$ cat config.mk
export PLATFORM = sky130hd
export DESIGN_NAME = spi_cfg_slave
export DESIGN_NICKNAME = d
export VERILOG_FILES = /design/src/rtl/spi_cfg_pkg.sv /design/src/rtl/spi_cfg_link.sv /design/src/rtl/spi_cfg_regs.sv /design/src/rtl/spi_cfg_slave.sv
export SDC_FILE = /design/constraint.sdc
export NUM_CORES = 1
export LEC_CHECK = 0
export ABC_AREA = 1
export BUFFER_PORTS_ARGS = -buffer_cell sky130_fd_sc_hd__buf_2
export CAP_MARGIN = 20
export CORE_AREA = 2 2 85 127
export CTS_BUF_LIST = sky130_fd_sc_hd__clkbuf_16
export DETAILED_ROUTE_END_ITERATION = 10
export DIE_AREA = 0 0 87 129
export PLACE_DENSITY = 0.75
export REMOVE_ABC_BUFFERS = 1
export SYNTH_ARGS = -nofsm -noshare
export SYNTH_HDL_FRONTEND = slang
export SYNTH_SLANG_ARGS = --single-unit
$ cat constraint.sdc
create_clock -name clk -period 2.05 [get_ports clk]
set_clock_uncertainty 0.2 [all_clocks]
set_input_delay 0.1025 -clock clk [delete_from_list [all_inputs] [get_ports clk]]
set_output_delay 0.1025 -clock clk [all_outputs]
set_load 0.005 [all_outputs]
$ cat src/rtl/spi_cfg_pkg.sv
package spi_cfg_pkg;
   typedef enum logic [2:0] {
      OP_CLAMP_ON  = 3'd0,
      OP_CLAMP_OFF = 3'd1,
      OP_SLEEP     = 3'd2,
      OP_AGC_ON    = 3'd3,
      OP_AGC_OFF   = 3'd4,
      OP_SRST      = 3'd5,
      OP_READ      = 3'd6,
      OP_WRITE     = 3'd7
   } op_e;

   localparam int OP_W = 3;
endpackage

$ cat src/rtl/spi_cfg_link.sv
// Oversampling serial front end: pin synchronisers, bit counter, capture and
// transmit shift registers.
module spi_cfg_link #(
   parameter int FRAME_W = 16
) (
   input  logic               clk,
   input  logic               rst_n,
   input  logic               sclk,
   input  logic               cs_n,
   input  logic               sdi,
   input  logic               tx_load,
   input  logic [FRAME_W-1:0] tx_word,
   output logic               frame_done,
   output logic [FRAME_W-1:0] frame,
   output logic               sdo
);
   localparam int CW = $clog2(FRAME_W);

   if (FRAME_W < 2) begin : g_bad_frame
      $error("FRAME_W must be at least 2");
   end

   logic [1:0]         sclk_q, cs_q, sdi_q;
   logic               sclk_d;
   logic [CW-1:0]      cnt;
   logic [FRAME_W-1:0] sh, tx;
   logic               rise, fall;

   assign rise  = sclk_q[1] & ~sclk_d;
   assign fall  = ~sclk_q[1] & sclk_d;
   assign frame = sh;
   assign sdo   = tx[FRAME_W-1];

   always_ff @(posedge clk or negedge rst_n) begin
      if (!rst_n) begin
         sclk_q     <= '0;
         cs_q       <= 2'b11;
         sdi_q      <= '0;
         sclk_d     <= 1'b0;
         cnt        <= '0;
         sh         <= '0;
         tx         <= '0;
         frame_done <= 1'b0;
      end else begin
         sclk_q     <= {sclk_q[0], sclk};
         cs_q       <= {cs_q[0], cs_n};
         sdi_q      <= {sdi_q[0], sdi};
         sclk_d     <= sclk_q[1];
         frame_done <= 1'b0;
         if (cs_q[1]) begin
            cnt <= '0;
            if (cnt != '0) tx <= '0;
         end else if (rise) begin
            sh <= {sh[FRAME_W-2:0], sdi_q[1]};
            if (cnt == CW'(FRAME_W - 1)) begin
               cnt        <= '0;
               frame_done <= 1'b1;
            end else begin
               cnt <= cnt + 1'b1;
            end
         end else if (fall && cnt != '0) begin
            tx <= tx << 1;
         end
         if (tx_load) tx <= tx_word;
      end
   end

   // chip select rising mid-frame clears count and pending read data
   a_r2_abort_clears: assert property (@(posedge clk) disable iff (!rst_n)
      (cs_q[1] && cnt != '0) |=> (cnt == '0 && tx == '0));
endmodule

$ cat src/rtl/spi_cfg_regs.sv
// Row-parity protected register file with a live column check.
module spi_cfg_regs #(
   parameter int DW   = 8,
   parameter int AW   = 4,
   parameter int NCFG = 6
) (
   input  logic          clk,
   input  logic          rst_n,
   input  logic          clr,
   input  logic          wr_en,
   input  logic [AW-1:0] wr_addr,
   input  logic [DW:0]   wr_word,
   input  logic [AW-1:0] rd_addr,
   output logic [DW:0]   rd_word,
   output logic          wr_bad,
   output logic          col_err
);
   localparam int ENT = NCFG + 1;
   localparam int RW  = DW + 1;
   localparam logic [RW-1:0] CFG_INIT = {{DW{1'b0}}, 1'b1};
   localparam logic [RW-1:0] COL_INIT = {{DW{1'b1}}, ~^{DW{1'b1}}};

   if (ENT > (1 << AW)) begin : g_bad_depth
      $error("address width too small for register count");
   end

   logic [ENT-1:0][RW-1:0] mem;
   logic [ENT-1:0][RW-1:0] init;
   logic                   in_range, par_ok;

   for (genvar g = 0; g < ENT; g++) begin : g_init
      if (g == NCFG) begin : g_col
         assign init[g] = COL_INIT;
      end else begin : g_cfg
         assign init[g] = CFG_INIT;
      end
   end

   assign in_range = wr_addr < AW'(ENT);
   assign par_ok   = ^wr_word;
   assign wr_bad   = wr_en & in_range & ~par_ok;

   always_ff @(posedge clk or negedge rst_n) begin
      if (!rst_n) begin
         mem <= init;
      end else if (clr) begin
         mem <= init;
      end else if (wr_en && in_range && par_ok) begin
         for (int i = 0; i < ENT; i++)
            if (wr_addr == AW'(i)) mem[i] <= wr_word;
      end
   end

   always_comb begin
      rd_word = '0;
      for (int i = 0; i < ENT; i++)
         if (rd_addr == AW'(i)) rd_word = mem[i];
   end

   logic [DW-1:0] acc;
   always_comb begin
      acc = '0;
      for (int i = 0; i < ENT; i++) acc ^= mem[i][RW-1:1];
      col_err = acc != {DW{1'b1}};
   end

   logic all_odd;
   always_comb begin
      all_odd = 1'b1;
      for (int i = 0; i < ENT; i++) all_odd &= ^mem[i];
   end

   // every stored entry keeps odd row parity
   a_r7_rows_odd: assert property (@(posedge clk) disable iff (!rst_n) all_odd);
   // a refused write leaves the file untouched
   a_r7_reject_keeps: assert property (@(posedge clk) disable iff (!rst_n)
      (wr_bad && !clr) |=> $stable(mem));
   // writes at or above the status address change nothing
   a_r8_high_addr: assert property (@(posedge clk) disable iff (!rst_n)
      (wr_en && !in_range && !clr) |=> $stable(mem));
endmodule

$ cat src/rtl/spi_cfg_slave.sv
module spi_cfg_slave
   import spi_cfg_pkg::*;
#(
   parameter int AW   = 4,
   parameter int DW   = 8,
   parameter int NCFG = 6
) (
   input  logic clk,
   input  logic rst_n,
   input  logic sclk,
   input  logic cs_n,
   input  logic sdi,
   output logic sdo,
   output logic clamp_en,
   output logic sleep_mode,
   output logic agc_hold,
   output logic soft_rst,
   output logic row_err,
   output logic col_err
);
   localparam int RW        = DW + 1;
   localparam int FW        = OP_W + AW + RW;
   localparam int STAT_ADDR = NCFG + 1;

   if (DW < 5) begin : g_bad_dw
      $error("data width must hold the five status bits");
   end

   logic          frame_done, wr_bad, col_bad;
   logic [FW-1:0] frame, tx_word;
   op_e           op;
   logic [AW-1:0] addr;
   logic [RW-1:0] reg_rd, rd9;
   logic [DW-1:0] stat;
   logic          clamp_q, sleep_q, agc_q, srst_q, row_q;

   spi_cfg_link #(.FRAME_W(FW)) u_link (
      .clk(clk), .rst_n(rst_n), .sclk(sclk), .cs_n(cs_n), .sdi(sdi),
      .tx_load(frame_done), .tx_word(tx_word),
      .frame_done(frame_done), .frame(frame), .sdo(sdo));

   assign op   = op_e'(frame[FW-1 -: OP_W]);
   assign addr = frame[FW-1-OP_W -: AW];

   spi_cfg_regs #(.DW(DW), .AW(AW), .NCFG(NCFG)) u_regs (
      .clk(clk), .rst_n(rst_n),
      .clr(frame_done && op == OP_SRST),
      .wr_en(frame_done && op == OP_WRITE),
      .wr_addr(addr), .wr_word(frame[RW-1:0]),
      .rd_addr(addr), .rd_word(reg_rd),
      .wr_bad(wr_bad), .col_err(col_bad));

   always_comb begin
      stat      = '0;
      stat[4:0] = {agc_q, clamp_q, sleep_q, col_bad, row_q};
      rd9       = (addr == AW'(STAT_ADDR)) ? {stat, ~^stat} : reg_rd;
      tx_word   = (op == OP_READ) ? {rd9, {(FW-RW){1'b0}}} : '0;
   end

   always_ff @(posedge clk or negedge rst_n) begin
      if (!rst_n) begin
         clamp_q <= 1'b0;
         sleep_q <= 1'b0;
         agc_q   <= 1'b0;
         srst_q  <= 1'b0;
         row_q   <= 1'b0;
      end else begin
         srst_q <= 1'b0;
         if (frame_done) begin
            sleep_q <= (op == OP_SLEEP);
            unique case (op)
               OP_CLAMP_ON:  clamp_q <= 1'b1;
               OP_CLAMP_OFF: clamp_q <= 1'b0;
               OP_AGC_ON:    agc_q   <= 1'b1;
               OP_AGC_OFF:   agc_q   <= 1'b0;
               OP_SRST: begin
                  srst_q  <= 1'b1;
                  clamp_q <= 1'b0;
                  agc_q   <= 1'b0;
                  row_q   <= 1'b0;
               end
               OP_WRITE:     if (wr_bad) row_q <= 1'b1;
               default: ;
            endcase
         end
      end
   end

   assign clamp_en   = clamp_q;
   assign sleep_mode = sleep_q;
   assign agc_hold   = agc_q;
   assign soft_rst   = srst_q;
   assign row_err    = row_q;
   assign col_err    = col_bad;

   // any completed non-sleep command wakes the block
   a_r4_wake: assert property (@(posedge clk) disable iff (!rst_n)
      (frame_done && op != OP_SLEEP) |=> !sleep_q);
   // soft reset clears the control state and flags
   a_r6_srst: assert property (@(posedge clk) disable iff (!rst_n)
      (frame_done && op == OP_SRST) |=> (srst_q && !clamp_q && !agc_q && !row_q));
   // the soft reset pulse lasts one clock
   a_r6_pulse: assert property (@(posedge clk) disable iff (!rst_n)
      srst_q |=> !srst_q);
   // clamp-on command takes effect
   a_r3_clamp_on: assert property (@(posedge clk) disable iff (!rst_n)
      (frame_done && op == OP_CLAMP_ON) |=> clamp_q);
endmodule

==> results.json <==
{
  "yosysUniqueCellTypes": 33,
  "violations": "negative setup slack",
  "p_int_uw": 3600,
  "crit_path_max_incr_delay_ns": 0.43,
  "grt_pass1_vias": 5410,
  "drt_wl_total_um": 20800,
  "ios": 12,
  "seqPwrFrac_pct": 44.8,
  "nNetsFinal": 819,
  "die_w_um": 87,
  "place_hpwl_um": 10800,
  "worstMarginPinSlew_ns": 0.516,
  "grt_max_degree": 60,
  "clk_path_buf_depth": 2,
  "cp-startpoint": "u_link.frame[3]",
  "first_iter_violations": 862,
  "grt_usage_pct": 31.5,
  "fmax_ghz": 0.417,
  "power_switching_uw": 1470,
  "syn_avg_cell_area_um2": 7.72,
  "cap_violations": 0,
  "drcViolationCount": 0,
  "portBuffers": 11,
  "tritoncts": "yes",
  "finalMaxSlewViolations": 0,
  "p_clk_share_pct": 37.0,
  "cts_num_sinks": 105,
  "yosysWarnings": 0,
  "cts_root_buffer": "clkbuf_16",
  "report.final.hold_viol_count": 0,
  "vias_per_cell": 6.54,
  "hp-class": "reg -> reg",
  "worst_slack_ns": -0.347,
  "htreeDepth": 3,
  "drtAntennaViolNets": 0,
  "grt_overflow_total": 0,
  "layout-drive-gt1-share_pct": 29.1,
  "yosysSeqAreaShare_pct": 47.1,
  "path_class": "reg -> reg",
  "rr_startpoint": "u_link.frame[3]",
  "drtPass1Iterations": 6,
  "crit_path_max_fanout": 7,
  "grt_pass1_wl_um": 27000,
  "powerDensity_nw_per_um2": 672,
  "critPathRequiredTime_ns": 2.07,
  "hold_path.startpoint": "u_link.sclk_q[0]",
  "relSlewSlack_pct": 65.3,
  "rsz0062_at_grt": "true",
  "synth_cells": 729,
  "rows": 45,
  "period_needed_ns": 2.40,
  "ys_ff_latch": 105,
  "layout_commonest_cell": "nand2_1",
  "antennaDiodeCount": 0,
  "area_delta_synth_final_pct": 34.0,
  "startpoint_type": "register",
  "p_sw_share_pct": 28.9,
  "crit_arrival_ns": 2.42,
  "via_count": 6110,
  "run_status": "finished, violations left",
  "numCtsBuffers": 9,
  "leakage_uw": 0.00341,
  "start_util_pct": 55.8,
  "gp_congestion": 0.927,
  "fin_cells": 934,
  "crit_top_cell": "buf_12",
  "final_cell_mix": "194 x nand2_1, 88 x dfrtp_1, 67 x inv_1",
  "path_cells": "xnor2_2 > xor2_2 > xor2_1 > nand2_1 > nand2_4 > nor2_8 > buf_12 > buf_12 > nand2_8 > nand3_2 > o21ai_1",
  "syn_area_um2": 5630,
  "die_y_um": 129,
  "dieArea_um2": 11200,
  "fin_crit_sh_pct": 117,
  "ir_worst_vdd_uv": 688,
  "critical_path.slowest_cell": "dfrtp_1",
  "core_um2": 10100,
  "pwr-share-comb_pct": 18.2,
  "worstSetupEndpointType": "register",
  "post-route-util_pct": 74.8,
  "clk_pin_slew_ns": 0.07,
  "placed_cells": 878,
  "pre_cts_ws_ns": -0.207,
  "worstSkewPairLatency_ns": 0.35,
  "antenna_found_initial": 0,
  "finalSetupViolations": 72,
  "post_drt_wl_per_cell_um": 22.2
}
==> cells by family after synthesis <==
logic type,share of synthesized area [%]
adder cells (fa/ha/maj),0.445
AO/OA/AOI/OAI,11.7
XOR/XNOR,6.07
AND/OR/NAND/NOR,27.7
flip-flops,47.1
buffers and inverters,7.01
==> critical path, delay by kind of cell, from the launching register on <==
family / cells / cell delay [ns]
buffers and inverters: 2 / 0.30
AOI/OAI and AO/OA: 1 / 0.23
xor gates and xnor gates: 3 / 0.67
DFF: 1 / 0.43
and+or+nand+nor: 5 / 0.43
==> per-layer routing <==
metal / vias up / part of all wire (%) / global-route usage (%)
met1: 2847 / 34 / 37.6
met2: 491 / 46 / 50.4
met5: - / 0 / 0
li1: 2567 / - / -
met3: 205 / 9.6 / 5.77
met4: 0 / 10 / 23.0
==> final timing paths <==
| kind | end | slack (ns) | cells past startpoint |
|---|---|---|---|
| worst max-delay path | u_regs.mem[34] | -0.35 | 11 |
| worst min-delay path | u_link.sclk_q[1] | 0.15 | 0 |
| worst max register to register | u_regs.mem[34] | -0.35 | 11 |
| worst min register to register | u_link.sclk_q[1] | 0.15 | 0 |
| max in group asynchronous | u_regs.mem[39] | 0.23 | 4 |
| min in group asynchronous | u_regs.mem[38] | 0.51 | 3 |
==> flip-flops by register name, indices dropped and copies added (netlist names) <==
register,cells
u_regs.mem,63
u_link.frame,16
u_link.tx,9
u_link.cnt,4
u_link.cs_q,2
u_link.sclk_q,2
u_link.sdi_q,2
agc_hold,1
clamp_en,1
row_err,1
sleep_mode,1
soft_rst,1
u_link.frame_done,1
u_link.sclk_d,1
==> synthesized netlist by cell type <==
library cell  count  area, um2
nand2_1         217        815
nand3_1          94        470
dfrtp_1          88       2200
inv_1            76        285
o21ai_0          70        350
nor2_1           35        131
a21oi_1          31        155
xnor2_1          22        193
dfstp_2          17        447
xor2_1           17        149
clkbuf_1         12       45.0
nand2_2           9       56.3
buf_6             4       45.0
nand4_1           4       25.0
o2111ai_1         4       35.0
o211ai_1          4       30.0
o22ai_1           4       25.0
o21ai_1           3       15.0
a31oi_1           2       12.5
buf_4             2       15.0
ha_1              2       25.0
a21o_1            1       7.51
a221oi_1          1       8.76
buf_1             1       3.75
nand2b_1          1       6.26
nand4_2           1       12.5
nor2_2            1       6.26
nor2_8            1       20.0
nor3_1            1       5.00
o221ai_1          1       8.76
o31ai_1           1       7.51
or2_0             1       6.26
or2_2             1       6.26
==> repair_timing <==
action                                  in CTS  in global routing
resized for setup                           57                146
buffers inserted                             7                 11
gates cloned                                 8                  9
pin swaps                                   15                 41
hold endpoints to repair                    94                  0
endpoints found under the setup margin      59                 71
hold buffers                                 6                  0
==> through the flow <==
step	hold WS (ns)	total power (uW)	cell area, um2	setup TNS, ns
5_1_grt	0.157	5210	7540	-16.26
2_1_floorplan	-0.393	2630	5520	-45.49
6_report	0.150	5070	7540	-11.08
3_3_place_gp	-0.189	2870	6050	-2.29
3_5_place_dp	-0.185	2890	6050	-5.05
4_1_cts	0.153	4790	6800	-3.39
==> layout make-up <==
class	instances	area (um2)
timing repair buffer	77	702
multi-input combinational	543	3430
fill	615	2540
clock inverter	7	93.8
tap	117	146
sequential	105	2650
clock buffer	9	225
inverter	76	297
==> power groups by stage <==
stage               combinational (uW)  clock [uW]  sequential (uW)
floorplan                          351           0             2280
global placement                   582           0             2290
detailed placement                 598           0             2290
CTS                                676        1860             2260
global route                       981        1950             2280
finish                             922        1880             2270
(Power assumes the default switching activity.)
